**config.mk**
```make
export PLATFORM = sky130hd
export DESIGN_NAME = tbl_base_former
export DESIGN_NICKNAME = d
export VERILOG_FILES = /design/src/rtl/tbf_pkg.sv /design/src/rtl/tbf_store.sv /design/src/rtl/tbf_mode.sv /design/src/rtl/tbf_assemble.sv /design/src/rtl/tbl_base_former.sv
export SDC_FILE = /design/constraint.sdc
export NUM_CORES = 1
export LEC_CHECK = 0
export CORE_ASPECT_RATIO = 1.2
export CORE_UTILIZATION = 50
export CTS_BUF_LIST = sky130_fd_sc_hd__clkbuf_4
export DETAILED_ROUTE_END_ITERATION = 10
export PLACE_DENSITY = 0.88
export SYNTH_ARGS = -nofsm -noshare
export SYNTH_HDL_FRONTEND = slang
export SYNTH_SLANG_ARGS = --single-unit
```
**constraint.sdc**
```tcl
create_clock -name clk -period 3.5 [get_ports clk]
set_clock_uncertainty 0.1 [all_clocks]
set_input_delay 0.525 -clock clk [delete_from_list [all_inputs] [get_ports clk]]
set_output_delay 0.525 -clock clk [all_outputs]
set_load 0.005 [all_outputs]
```
**src/rtl/tbf_pkg.sv**
```systemverilog
package tbf_pkg;
    localparam int REG_W      = 64;
    localparam int ADDR_W     = 52;
    localparam int LOW_W      = 48;
    localparam int ID_FIELD_W = 16;
    localparam int ID_LSB     = REG_W - ID_FIELD_W;
    localparam int WIDE_FLOOR = 6;
    localparam int NIB_LO     = 2;
    localparam int NIB_HI     = 5;
    localparam int X_W        = 6;

    typedef enum logic [1:0] {
        GRAN_4K   = 2'b00,
        GRAN_16K  = 2'b01,
        GRAN_64K  = 2'b10,
        GRAN_RSVD = 2'b11
    } gran_e;

    localparam logic [2:0] PA_SEL_WIDE = 3'b110;
endpackage

```
**src/rtl/tbf_store.sv**
```systemverilog
module tbf_store
    import tbf_pkg::*;
#(
    parameter int ID_WIDTH = 16
) (
    input  logic             clk,
    input  logic             rst_n,
    input  logic             wr_en,
    input  logic [REG_W-1:0] wr_data,
    input  logic             rd_en,
    output logic [REG_W-1:0] rd_data,
    output logic [REG_W-1:0] cur
);
    localparam int DROP_W = ID_FIELD_W - ID_WIDTH;
    localparam logic [REG_W-1:0] KEEP =
        ~(((REG_W'(1) << DROP_W) - REG_W'(1)) << (ID_LSB + ID_WIDTH));

    always_ff @(posedge clk or negedge rst_n) begin
        if (!rst_n) begin
            cur <= '0;
        end else if (wr_en) begin
            cur <= wr_data & KEEP;
        end
    end

    always_ff @(posedge clk or negedge rst_n) begin
        if (!rst_n) begin
            rd_data <= '0;
        end else if (rd_en) begin
            rd_data <= cur;
        end
    end

    p_write_lands_r2: assert property (@(posedge clk) disable iff (!rst_n)
        wr_en |=> (cur == ($past(wr_data) & KEEP)));

    p_read_port_r2: assert property (@(posedge clk) disable iff (!rst_n)
        rd_en |=> (rd_data == $past(cur)));

    generate
        if (ID_WIDTH < ID_FIELD_W) begin : g_narrow_id
            p_narrow_id_r4: assert property (@(posedge clk) disable iff (!rst_n)
                cur[REG_W-1 -: DROP_W] == '0);
        end
    endgenerate
endmodule

```
**src/rtl/tbf_mode.sv**
```systemverilog
module tbf_mode
    import tbf_pkg::*;
(
    input  logic [1:0] granule,
    input  logic [2:0] pa_sel,
    input  logic       pa52_ok,
    input  logic [3:0] hi_nib,
    output logic       wide_mode,
    output logic       size_fault
);
    gran_e gran;
    logic  wide_req;

    always_comb begin
        gran     = gran_e'(granule);
        wide_req = (pa_sel == PA_SEL_WIDE);
        unique case (gran)
            GRAN_64K: wide_mode = wide_req;
            GRAN_4K,
            GRAN_16K,
            GRAN_RSVD: wide_mode = 1'b0;
            default:   wide_mode = 1'b0;
        endcase
        size_fault = wide_mode && !pa52_ok && (hi_nib != 4'd0);
    end
endmodule

```
**src/rtl/tbf_assemble.sv**
```systemverilog
module tbf_assemble
    import tbf_pkg::*;
(
    input  logic [LOW_W-1:0]  cur_lo,
    input  logic [X_W-1:0]    align_x,
    input  logic              wide_mode,
    output logic [ADDR_W-1:0] base,
    output logic              resv_hit
);
    logic [X_W-1:0]   floor_x;
    logic [LOW_W-1:0] resv_bits;

    always_comb begin
        floor_x = (wide_mode && (align_x < X_W'(WIDE_FLOOR))) ? X_W'(WIDE_FLOOR) : align_x;
        for (int i = 0; i < LOW_W; i++) begin
            base[i] = (i >= int'(floor_x)) ? cur_lo[i] : 1'b0;
            if (wide_mode) begin
                resv_bits[i] = cur_lo[i] &&
                               ((i == 1) || ((i >= WIDE_FLOOR) && (i < int'(align_x))));
            end else begin
                resv_bits[i] = cur_lo[i] && (i >= 1) && (i < int'(align_x));
            end
        end
        base[ADDR_W-1:LOW_W] = wide_mode ? cur_lo[NIB_HI:NIB_LO] : 4'd0;
        resv_hit = |resv_bits;
    end
endmodule

```
**src/rtl/tbl_base_former.sv**
```systemverilog
module tbl_base_former
    import tbf_pkg::*;
#(
    parameter int ID_WIDTH = 16
) (
    input  logic              clk,
    input  logic              rst_n,
    input  logic              wr_en,
    input  logic [63:0]       wr_data,
    input  logic              rd_en,
    output logic [63:0]       rd_data,
    input  logic [5:0]        align_x,
    input  logic [1:0]        granule,
    input  logic [2:0]        pa_sel,
    input  logic              pa52_ok,
    output logic [15:0]       space_id,
    output logic              shared_tbl,
    output logic [51:0]       base_addr,
    output logic              resv_set,
    output logic              size_fault
);
    logic [REG_W-1:0] cur;
    logic             wide_mode;

    tbf_store #(.ID_WIDTH(ID_WIDTH)) u_store (
        .clk     (clk),
        .rst_n   (rst_n),
        .wr_en   (wr_en),
        .wr_data (wr_data),
        .rd_en   (rd_en),
        .rd_data (rd_data),
        .cur     (cur)
    );

    tbf_mode u_mode (
        .granule    (granule),
        .pa_sel     (pa_sel),
        .pa52_ok    (pa52_ok),
        .hi_nib     (cur[NIB_HI:NIB_LO]),
        .wide_mode  (wide_mode),
        .size_fault (size_fault)
    );

    tbf_assemble u_asm (
        .cur_lo    (cur[LOW_W-1:0]),
        .align_x   (align_x),
        .wide_mode (wide_mode),
        .base      (base_addr),
        .resv_hit  (resv_set)
    );

    assign space_id   = cur[REG_W-1:ID_LSB];
    assign shared_tbl = cur[0];

    p_wide_upper_r7: assert property (@(posedge clk) disable iff (!rst_n)
        wide_mode |-> (base_addr[ADDR_W-1:LOW_W] == cur[NIB_HI:NIB_LO]));

    p_narrow_upper_r6: assert property (@(posedge clk) disable iff (!rst_n)
        (pa_sel != PA_SEL_WIDE) |-> (base_addr[ADDR_W-1:LOW_W] == 4'd0));

    p_below_x_zero_r6: assert property (@(posedge clk) disable iff (!rst_n)
        (align_x <= 6'd48) |->
            ((base_addr[LOW_W-1:0] & ((LOW_W'(1) << align_x) - LOW_W'(1))) == '0));

    p_fault_needs_wide_r10: assert property (@(posedge clk) disable iff (!rst_n)
        size_fault |-> (wide_mode && !pa52_ok && (granule == 2'b10)));

    p_wide_bit1_r9: assert property (@(posedge clk) disable iff (!rst_n)
        (wide_mode && cur[1]) |-> resv_set);
endmodule

```
==> results of run 1 <==
## synthesized netlist by cell type, drive strengths merged, types with 2 or more instances
cell	n	area share [%]
a311oi	2	0.29
a21oi	22	1.8
clkbuf	28	1.7
o2bb2ai	2	0.29
o22a	2	0.29
nand2b	4	0.41
nor4	5	0.62
a21boi	9	1.1
and2	16	1.7
mux2	123	23
nor2	18	1.1
nand3	4	0.33
nor2b	5	0.52
buf	19	2.2
dfrtp	128	53
nor3	8	0.66
a211oi	4	0.50
inv	12	0.75
or2	3	0.31
o22ai	2	0.21
and3	13	1.3
nand2	29	1.8
o21a	6	0.75
o21ai	20	1.7
or3	3	0.31
a31oi	4	0.41
o31ai	4	0.50
o311a	2	0.33
## timing repair
action                                  CTS  global route
setup buffers                             0             0
endpoints found under the setup margin    1             1
hold buffers                              1             0
hold endpoints to repair                 77             0
resized for setup                         2            13
pin swaps                                 0             2
cloned                                    0             0
## power groups by stage
stage,clock [W],combinational [W],sequential [W]
3_5_place_dp,0,0.000920,0.00184
3_3_place_gp,0,0.000900,0.00182
6_report,0.000998,0.000930,0.00181
5_1_grt,0.00108,0.000996,0.00183
2_1_floorplan,0,0.000356,0.00180
4_1_cts,0.00102,0.000928,0.00181
## cell families (layout without fill, tap and decap cells)
kind of cell    count (synthesis)  count (layout)  share of synthesized area [%]
mux                           123             123                           22.9
other cells                     0               1                              0
flops                         128             128                           53.0
compound gates                 91              91                           9.97
buf+inv                        59             311                           4.68
simple gates                  110             110                           9.37
## worst min-delay path by stage
stage	end	start	slack, ns
after floorplan	u_store.cur[0]$_DFFE_PN0P_	rst_n	0.13
after global placement	u_store.rd_data[17]$_DFFE_PN0P_	u_store.rd_data[17]$_DFFE_PN0P_	0.39
after detailed placement	u_store.rd_data[27]$_DFFE_PN0P_	u_store.rd_data[27]$_DFFE_PN0P_	0.39
after CTS	u_store.rd_data[15]$_DFFE_PN0P_	u_store.rd_data[15]$_DFFE_PN0P_	0.42
after global routing	u_store.rd_data[2]$_DFFE_PN0P_	u_store.rd_data[2]$_DFFE_PN0P_	0.44
final	u_store.rd_data[62]$_DFFE_PN0P_	u_store.rd_data[62]$_DFFE_PN0P_	0.42
## metal layers
metal | share of wire [%] | vias to the layer above | GRT usage [%]
li1 | - | 2290 | -
met1 | 38 | 2541 | 35.4
met2 | 51 | 220 | 50.9
met3 | 7.3 | 45 | 8.43
met4 | 3.0 | 0 | 12.5
met5 | 0 | - | 0
## through the flow
stage / setup slack (ns) / instances / total power (W) / area [µm²]
3_5_place_dp: -0.202 / 887 / 0.00276 / 8560
6_report: 0.101 / 921 / 0.00374 / 8900
3_3_place_gp: -0.189 / 887 / 0.00272 / 8560
5_1_grt: 0.0492 / 920 / 0.00391 / 8900
2_1_floorplan: 0.774 / 511 / 0.00216 / 6040
4_1_cts: 0.00427 / 920 / 0.00375 / 8850
## area by class of cell
cell class,instances,area [µm²],area share [%]
sequential,128,3200,36.0
multi-input combinational,324,2610,29.3
timing repair buffer,267,2570,28.9
tap,157,196,2.21
clock inverter,14,140,1.57
clock buffer,18,135,1.52
inverter,12,45.0,0.506
antenna,1,2.50,0.0281
## flip-flops by register name, indices dropped and copies added (netlist names)
| signal | cells |
|---|---|
| u_store.cur | 64 |
| u_store.rd_data | 64 |
==> summary.md, run 1 <==
| Metric | Value |
|---|---|
| Status | `finished, final reports clean` |
| Worst hold slack | `0.417 ns` |
| Async SR Flop Fraction | `100%` |
| Die W | `102 µm` |
| Ordered cell list for the critical path | `clkdlybuf4s50_1, or3_4, a211o_1, or4_4, nor4_4, o2111ai_1, clkbuf_2` |
| FF-to-FF path depth | `1` |
| Critical path class | `in2out` |
| Die ar. | `12500 µm²` |
| CP startpoint kind | `input pin` |
| Die H | `122 µm` |
| Cell Rows | `43` |
| Crit path from | `align_x[4]` |
| Combinational group share of total power | `24.9%` |
| R2R Setup Slk | `2.51 ns` |
| Post-synthesis cell count | `511` |
| Num CTS Buffers | `17` |
| H-tree level count | `4` |
| Critical Path Sink Type | `output pin` |
| Worst slew pin tran | `0.896 ns` |
| Vias in the first global route | `5435` |
| Via/cell ratio | `5.53` |
| Global Route Usage Sum | `29.9%` |
| TritonCTS clock tree | `done` |
| Initial antenna violation count | `0` |
| Fin Setup TNS | `0 ns` |
| Largest net degree at the start of global routing | `79` |
| CTS Sinks | `128` |
| Core area | `11700 µm²` |
| Drt wl/cell | `19.9 µm` |
| Setup crit end | `resv_set` |
| Routed wire length | `18300 µm` |
| Most frequent cells in the layout | `clkdlybuf4s50_1 (210), dfrtp_1 (128), mux2_2 (123), buf_4 (48), nand2_1 (29)` |
| First-pass GRT wire length | `28100 µm` |
| Drt first pass iters | `4` |
| Worst R2R End | `u_store.cur[23]$_DFFE_PN0P_` |
| Most used DFF post-synth | `dfrtp_1` |
| Max-slew violation count | `0` |
| Placer Congestion | `0.910` |
| DR vias | `5096` |
| Stages on the worst setup path | `7` |
| WP data arrival | `2.77 ns` |
| Finish-stage setup viols | `0` |
| Clock Tree Root | `clkbuf_4` |
| RSZ-0062 raised after global routing | `false` |
| Fillers | `779` |
| VDD IR max | `0.308 mV` |
| Fraction of layout cells with a size suffix above 1 | `28.8%` |
| Seq/Total Area, Yosys | `53.0%` |
| I/O pins | `215` |
| CTS clk-pin slew, worst paths | `0.11 ns` |
| Starting Density | `51.7%` |
| Nets | `830` |
| Post-DP HPWL | `13600 µm` |
| EDFF count, synth | `0` |
| Net Sw Power | `0.00105 W` |
| Initial DRC count | `232` |
| Most common cell after layout, fill and taps aside | `clkdlybuf4s50_1` |
| Pleak | `3.70 nW` |
| Int Pwr | `0.00269 W` |
| Period utilisation layout | `97.1%` |
| Top Family by Delay on Critical Path | `simple AND/OR/NAND/NOR gates` |
| Achievable Freq | `294 MHz` |
| Cell Pwr Density | `420 nW/µm²` |
| Min Clock Period, post-route | `3.40 ns` |
| Worst Path Buf+Inv | `2` |
| GRT Residual Overflow | `0` |
| Syn_nets | `591` |
| DRC Markers | `0` |
| Mean Syn Cell Area | `11.8 µm²` |
| DRT antenna net count | `0` |
| WHS Path Cells | `1` |
| CP required | `2.87 ns` |
| Area Growth Syn to Fin | `47.4%` |
| Worst r2r src | `u_store.cur[23]$_DFFE_PN0P_` |
| Slowest stage cell, crit path | `or4_4` |
| Clock share of power | `26.7%` |
| Synthesized area | `6040 µm²` |
| Slew margin rel. | `40.3%` |
| Seq cells post-synth | `128` |
| Post-layout utilization of the core | `76.2%` |
| Max Cap Violations | `0` |
| Synth cell types | `46` |
| Final Hold Vio Count | `0` |
| Sequential share of power | `48.4%` |
| Max clock buf depth | `2` |
| Skew-Pair Late Insertion Delay | `0.52 ns` |
| Port bufs | `214` |
| Yosys warning total | `0` |
| Hold WC Path Type | `reg2reg` |
| CP max stage delay | `0.55 ns` |
| Critical Path Fanout Max | `4` |
| Sw Share | `28.1%` |
Power figures use the tool's default switching activity.
==> run 2, diff against run 1 <==
==> constraint.sdc (replaced) <==
create_clock -name clk -period 3.5 [get_ports clk]
set_clock_uncertainty 0.1 [all_clocks]
set_input_delay 0.525 -clock clk [delete_from_list [all_inputs] [get_ports clk]]
set_output_delay 0.525 -clock clk [all_outputs]
set_load 0.05 [all_outputs]
==> run 2 against run 1 <==
Net effect: sequential share of layout area is 0.80 points lower; highest routed layer unchanged; core utilization is 1.8 points higher; register-to-register slack worse by 0.09 ns; maximum frequency is 0.31% higher; combinational power is 70% higher; largest cell class unchanged; cell area is 2.3% higher; cell count is 1.6% lower; critical path depth stayed put; power is 14% higher; global-route usage is 1.0 points higher; first-iteration DRC count is 13% higher; clock-buffer cell count is 1 lower.
==> summary.md, run 2 (synthesis gave the netlist of run 1 again) <==
| Metric | Value |
|---|---|
| Slowest stage cell, crit path | `or4_4` |
| Largest net degree at the start of global routing | `82` |
| R2R Setup Slk | `2.42 ns` |
| Cell Area, Placed | `8780 µm²` |
| Worst slew pin tran | `0.798 ns` |
| CP required | `2.87 ns` |
| Hold WC Path Type | `reg2reg` |
| Combinational group share of total power | `37.2%` |
| Cell Pwr Density | `466 nW/µm²` |
| Global Route Usage Sum | `31.0%` |
| Ordered cell list for the critical path | `nor3_4, nor2_1, a211o_1, or4_4, nor4_4, o2111ai_1, buf_4` |
| WP data arrival | `2.76 ns` |
| Sw Share | `39.3%` |
| Total chip power | `0.00425 W` |
| Most common cell after layout, fill and taps aside | `clkdlybuf4s50_1` |
| GRT Residual Overflow | `0` |
| Starting Density | `51.7%` |
| Die H | `122 µm` |
| Placer Congestion | `0.899` |
| Core area | `11700 µm²` |
| Area Growth Syn to Fin | `50.9%` |
| Finish-stage setup viols | `0` |
| CP startpoint kind | `flip-flop` |
| Most frequent cells in the layout | `clkdlybuf4s50_1 (154), dfrtp_1 (126), mux2_2 (123), buf_4 (43), buf_12 (43)` |
| H-tree level count | `4` |
| Fin Setup TNS | `0 ns` |
| Pleak | `3.85 nW` |
| Critical Path Fanout Max | `5` |
| Biggest regs | `u_store.cur x64, u_store.rd_data x64` |
| Via/cell ratio | `5.70` |
| Drt first pass iters | `4` |
| Port bufs | `214` |
| Initial antenna violation count | `1` |
| First-pass GRT wire length | `28900 µm` |
| Clock share of power | `20.1%` |
| Min Clock Period, post-route | `3.39 ns` |
| Routed wire length | `18700 µm` |
| Critical Path Sink Type | `output pin` |
| Cell area after layout | `9110 µm²` |
| Die ar. | `12500 µm²` |
| Max-slew violation count | `0` |
| Net Sw Power | `0.00167 W` |
| Stages on the worst setup path | `7` |
| FF-to-FF path depth | `2` |
| Max clock buf depth | `2` |
| Critical path class | `reg2out` |
| Initial DRC count | `262` |
| CTS Sinks | `128` |
| Skew-Pair Late Insertion Delay | `0.56 ns` |
| Status | `finished, final reports clean` |
| Setup ws final | `0.112 ns` |
| DRC Markers | `0` |
| Sequential share of power | `42.7%` |
| WHS Path Cells | `1` |
| VDD IR max | `0.322 mV` |
| TritonCTS clock tree | `done` |
| Post-DP HPWL | `13900 µm` |
| I/O pins | `215` |
| Fraction of layout cells with a size suffix above 1 | `34.4%` |
| CP max stage delay | `0.55 ns` |
| Vias in the first global route | `5340` |
| DRT antenna net count | `0` |
| Clock Tree Root | `clkbuf_4` |
| Cell Rows | `43` |
| CTS clk-pin slew, worst paths | `0.11 ns` |
| Die W | `102 µm` |
| Period utilisation layout | `96.8%` |
| Max Cap Violations | `0` |
| Worst Path Buf+Inv | `1` |
| Drt wl/cell | `20.6 µm` |
| Nets | `814` |
| Slew margin rel. | `46.8%` |
| Top Family by Delay on Critical Path | `simple AND/OR/NAND/NOR gates` |
| Int Pwr | `0.00258 W` |
| Pre-CTS setup slack | `-0.00984 ns` |
| DR vias | `5162` |
| Final Hold Vio Count | `0` |
| Achievable Freq | `295 MHz` |
| Num CTS Buffers | `17` |
## run 2: changes by cell type in the layout (fill, tap and decap cells not counted), moves of 2 or more
cell             before  now
buf_6                 2    4
buf_4                48   43
clkinv_2              2    5
clkdlybuf4s50_1     210  154
dfrtp_1             128  126
dfrtp_2               0    2
buf_12                3   43
bufinv_16             2    0
dlymetal6s2s_1        0    3
## run 2: worst paths after layout
check                                                start                               to
max                            u_store.cur[11]$_DFFE_PN0P_                         resv_set
min                        u_store.rd_data[48]$_DFFE_PN0P_  u_store.rd_data[48]$_DFFE_PN0P_
max reg2reg                    u_store.cur[13]$_DFFE_PN0P_      u_store.cur[13]$_DFFE_PN0P_
min reg2reg                u_store.rd_data[48]$_DFFE_PN0P_  u_store.rd_data[48]$_DFFE_PN0P_
max in group asynchronous                            rst_n      u_store.cur[38]$_DFFE_PN0P_
min in group asynchronous                            rst_n      u_store.cur[49]$_DFFE_PN0P_
## run 2: power by group through the flow
stage	combinational, W	sequential (W)	clock, W
6_report	0.00158	0.00182	0.000853
3_5_place_dp	0.00157	0.00184	0
3_3_place_gp	0.00155	0.00182	0
2_1_floorplan	0.000553	0.00219	0
5_1_grt	0.00164	0.00184	0.000928
4_1_cts	0.00157	0.00181	0.000872
## run 2: cell type report
type,count,area (µm²)
repair buffers,251,2840
flip-flops and latches,128,3210
well taps,157,196
clock buffers,17,128
inverters,12,45.0
diodes,2,5.00
clock inverters,15,96.3
multi-input cells,324,2600
fillers,742,2560
## run 2: repair_timing
action / in CTS / in global routing
resized for setup: 1 / 18
hold buffers: 1 / 0
endpoints found under the setup margin: 1 / 1
pin swaps: 0 / 5
hold endpoints to repair: 79 / 0
buffers inserted: 0 / 3
## run 2: layer usage
layer / track usage (%) / part of all wire (%) / wire (µm)
met1: 36.3 / 38 / 7130
met2: 52.5 / 51 / 9600
met3: 8.26 / 6.8 / 1280
met4: 14.6 / 3.7 / 692
met5: 0 / 0 / 0
## run 2: metrics by stage
| step | util (%) | std cells | hold slack (ns) |
|---|---|---|---|
| finish | 78.0 | 906 | 0.419 |
| global placement | 75.2 | 868 | 0.390 |
| detailed placement | 75.2 | 868 | 0.396 |
| global route | 78.0 | 905 | 0.438 |
| floorplan | - | 511 | 0.129 |
| CTS | 77.2 | 901 | 0.400 |
==> run 3, diff against run 2 <==
--- a/config.mk
+++ b/config.mk
@@ -9,7 +9,7 @@
 export CORE_UTILIZATION = 50
 export CTS_BUF_LIST = sky130_fd_sc_hd__clkbuf_4
 export DETAILED_ROUTE_END_ITERATION = 10
-export PLACE_DENSITY = 0.88
+export PLACE_DENSITY_LB_ADDON = 0.1
 export SYNTH_ARGS = -nofsm -noshare
 export SYNTH_HDL_FRONTEND = slang
 export SYNTH_SLANG_ARGS = --single-unit
==> constraint.sdc (replaced) <==
create_clock -name clk -period 3.5 [get_ports clk]
set_clock_uncertainty 0.1 [all_clocks]
set_input_delay 0.7 -clock clk [delete_from_list [all_inputs] [get_ports clk]]
set_output_delay 0.7 -clock clk [all_outputs]
set_load 0.05 [all_outputs]
==> run 3 against run 2 <==
Net effect: via count unchanged; global-route usage increased by 0.22 points; sequential share of layout area decreased by 1.7 points; non-clock buffer count increased by 30; cell count increased by 3.1%; register-to-register slack improved by 0.03 ns; cell area increased by 5.0%; sequential cell count unchanged.
==> summary.md, run 3 (synthesis gave the netlist of run 1 again) <==
| Metric | Value |
|---|---|
| H-tree level count | `4` |
| Die H | `122 µm` |
| Drt first pass iters | `4` |
| Area Growth Syn to Fin | `58.4%` |
| DR vias | `5162` |
| VDD IR max | `0.364 mV` |
| CTS Sinks | `128` |
| Slowest stage cell, crit path | `clkdlybuf4s50_1` |
| DRT antenna net count | `0` |
| Achievable Freq | `291 MHz` |
| Hold_buf cts | `0` |
| Port bufs | `214` |
| Critical Path Sink Type | `output pin` |
| CP startpoint kind | `input pin` |
| Cell Pwr Density | `485 nW/µm²` |
| GRT Residual Overflow | `0` |
| Critical Path Fanout Max | `4` |
| Most common cell after layout, fill and taps aside | `clkdlybuf4s50_1` |
| Total chip power | `0.00464 W` |
| Ordered cell list for the critical path | `clkdlybuf4s50_1, nor2b_1, and3_1, o31ai_2, o221ai_2, nor4_4, o2111ai_2, buf_6` |
| Initial DRC count | `212` |
| Initial antenna violation count | `1` |
| Placer Congestion | `0.903` |
| Die ar. | `12500 µm²` |
| Max-slew violation count | `0` |
| Hold WC Path Type | `in2async` |
| Vias in the first global route | `5556` |
| Largest net degree at the start of global routing | `70` |
| Biggest regs | `u_store.cur x64, u_store.rd_data x64` |
| Post-DP HPWL | `13700 µm` |
| DRC Markers | `0` |
| Skew-Pair Late Insertion Delay | `0.53 ns` |
| Die W | `102 µm` |
| Fillers | `690` |
| Critical path class | `in2out` |
| Worst slew pin tran | `0.903 ns` |
| CP required | `2.70 ns` |
| Status | `finished, final reports clean` |
| I/O pins | `215` |
| Period utilisation layout | `98.2%` |
| Cell Rows | `43` |
| Routed wire length | `18700 µm` |
| Drt wl/cell | `20.0 µm` |
| Post-layout utilization of the core | `81.9%` |
| TritonCTS clock tree | `done` |
| First-pass GRT wire length | `29100 µm` |
| Min Clock Period, post-route | `3.44 ns` |
| CP max stage delay | `0.38 ns` |
| Max clock buf depth | `2` |
| Starting Density | `51.7%` |
| Pleak | `4.04 nW` |
| Fraction of layout cells with a size suffix above 1 | `39.7%` |
| Num CTS Buffers | `17` |
| Core area | `11700 µm²` |
| Max Cap Violations | `0` |
| Via/cell ratio | `5.53` |
| Most frequent cells in the layout | `clkdlybuf4s50_1 (151), dfrtp_1 (128), mux2_2 (123), buf_4 (67), buf_12 (48)` |
| Final Hold Vio Count | `0` |
| Global Route Usage Sum | `31.2%` |
| Worst hold slack | `0.0173 ns` |
| Slew margin rel. | `39.8%` |
| Clock Tree Root | `clkbuf_4` |
| CTS clk-pin slew, worst paths | `0.11 ns` |
| Finish-stage setup viols | `0` |
| WP data arrival | `2.64 ns` |
| Nets | `844` |
-- run 3: cell types whose count changed in the layout (fill, tap and decap cells not counted), moves of 4 or more --
cell and change:
buf_4 +24, buf_12 +5, o21ai_0 -4, bufinv_16 +5, clkinv_2 -4
-- run 3: final cells by class --
type / instances / area, µm² / area share, %
multi-input combinational: 324 / 2670 / 27.9
timing repair buffer: 281 / 3110 / 32.5
sequential: 128 / 3200 / 33.5
inverter: 12 / 45.0 / 0.471
antenna: 1 / 2.50 / 0.0262
clock inverter: 13 / 211 / 2.21
clock buffer: 18 / 135 / 1.41
tap: 157 / 196 / 2.05
-- run 3: worst paths after layout --
kind	startpoint	to	slack, ns	cells past startpoint
worst min-delay path	rst_n	u_store.rd_data[43]$_DFFE_PN0P_	0.02	1
worst min register to register	u_store.rd_data[63]$_DFFE_PN0P_	u_store.rd_data[63]$_DFFE_PN0P_	0.42	1
max in group asynchronous	rst_n	u_store.cur[21]$_DFFE_PN0P_	2.52	2
worst max-delay path	pa_sel[2]	resv_set	0.06	8
min in group clk	u_store.rd_data[63]$_DFFE_PN0P_	u_store.rd_data[63]$_DFFE_PN0P_	0.42	1
worst max register to register	u_store.cur[14]$_DFFE_PN0P_	u_store.cur[14]$_DFFE_PN0P_	2.45	2
-- run 3: timing repair --
action | in CTS | in global routing
pin swaps | 9 | 5
setup endpoints to repair | 1 | 1
hold endpoints to repair | 0 | 0
gates resized for setup | 47 | 9
setup buffers | 4 | 4
gates cloned | 0 | 1
-- run 3: routing by layer --
metal	up-vias	global-route usage (%)	routed length, µm
met2	223	53.1	9840
met5	-	0	0
li1	2324	-	-
met1	2578	36.0	7100
met4	0	15.4	556
met3	37	8.26	1190
-- run 3: power breakdown --
group          internal [W]  total [W]  switching [W]  leakage (nW)
logic              0.000670    0.00161       0.000941          2.37
clock network      0.000646    0.00121       0.000565         0.171
registers           0.00166    0.00182       0.000155          1.50
total               0.00298    0.00464        0.00166          4.04
-- run 3: worst max-delay path: cells and delay by family --
kind	cells	cell delay [ns]
AO/OA/AOI/OAI	3	0.68
buffers and inverters	2	0.57
AND/OR/NAND/NOR	3	0.68
-- run 3: per-stage QoR --
| stage | cells | setup slack [ns] | instance area [µm²] | TNS [ns] |
|---|---|---|---|---|
| 5_1_grt | 934 | -0.00497 | 9570 | -0.00497 |
| 3_3_place_gp | 893 | -0.323 | 9030 | -0.323 |
| 4_1_cts | 928 | 0.00898 | 9500 | 0 |
| 3_5_place_dp | 893 | -0.308 | 9030 | -0.308 |
| 6_report | 934 | 0.0622 | 9570 | 0 |
| 2_1_floorplan | 511 | 0.0152 | 6040 | 0 |
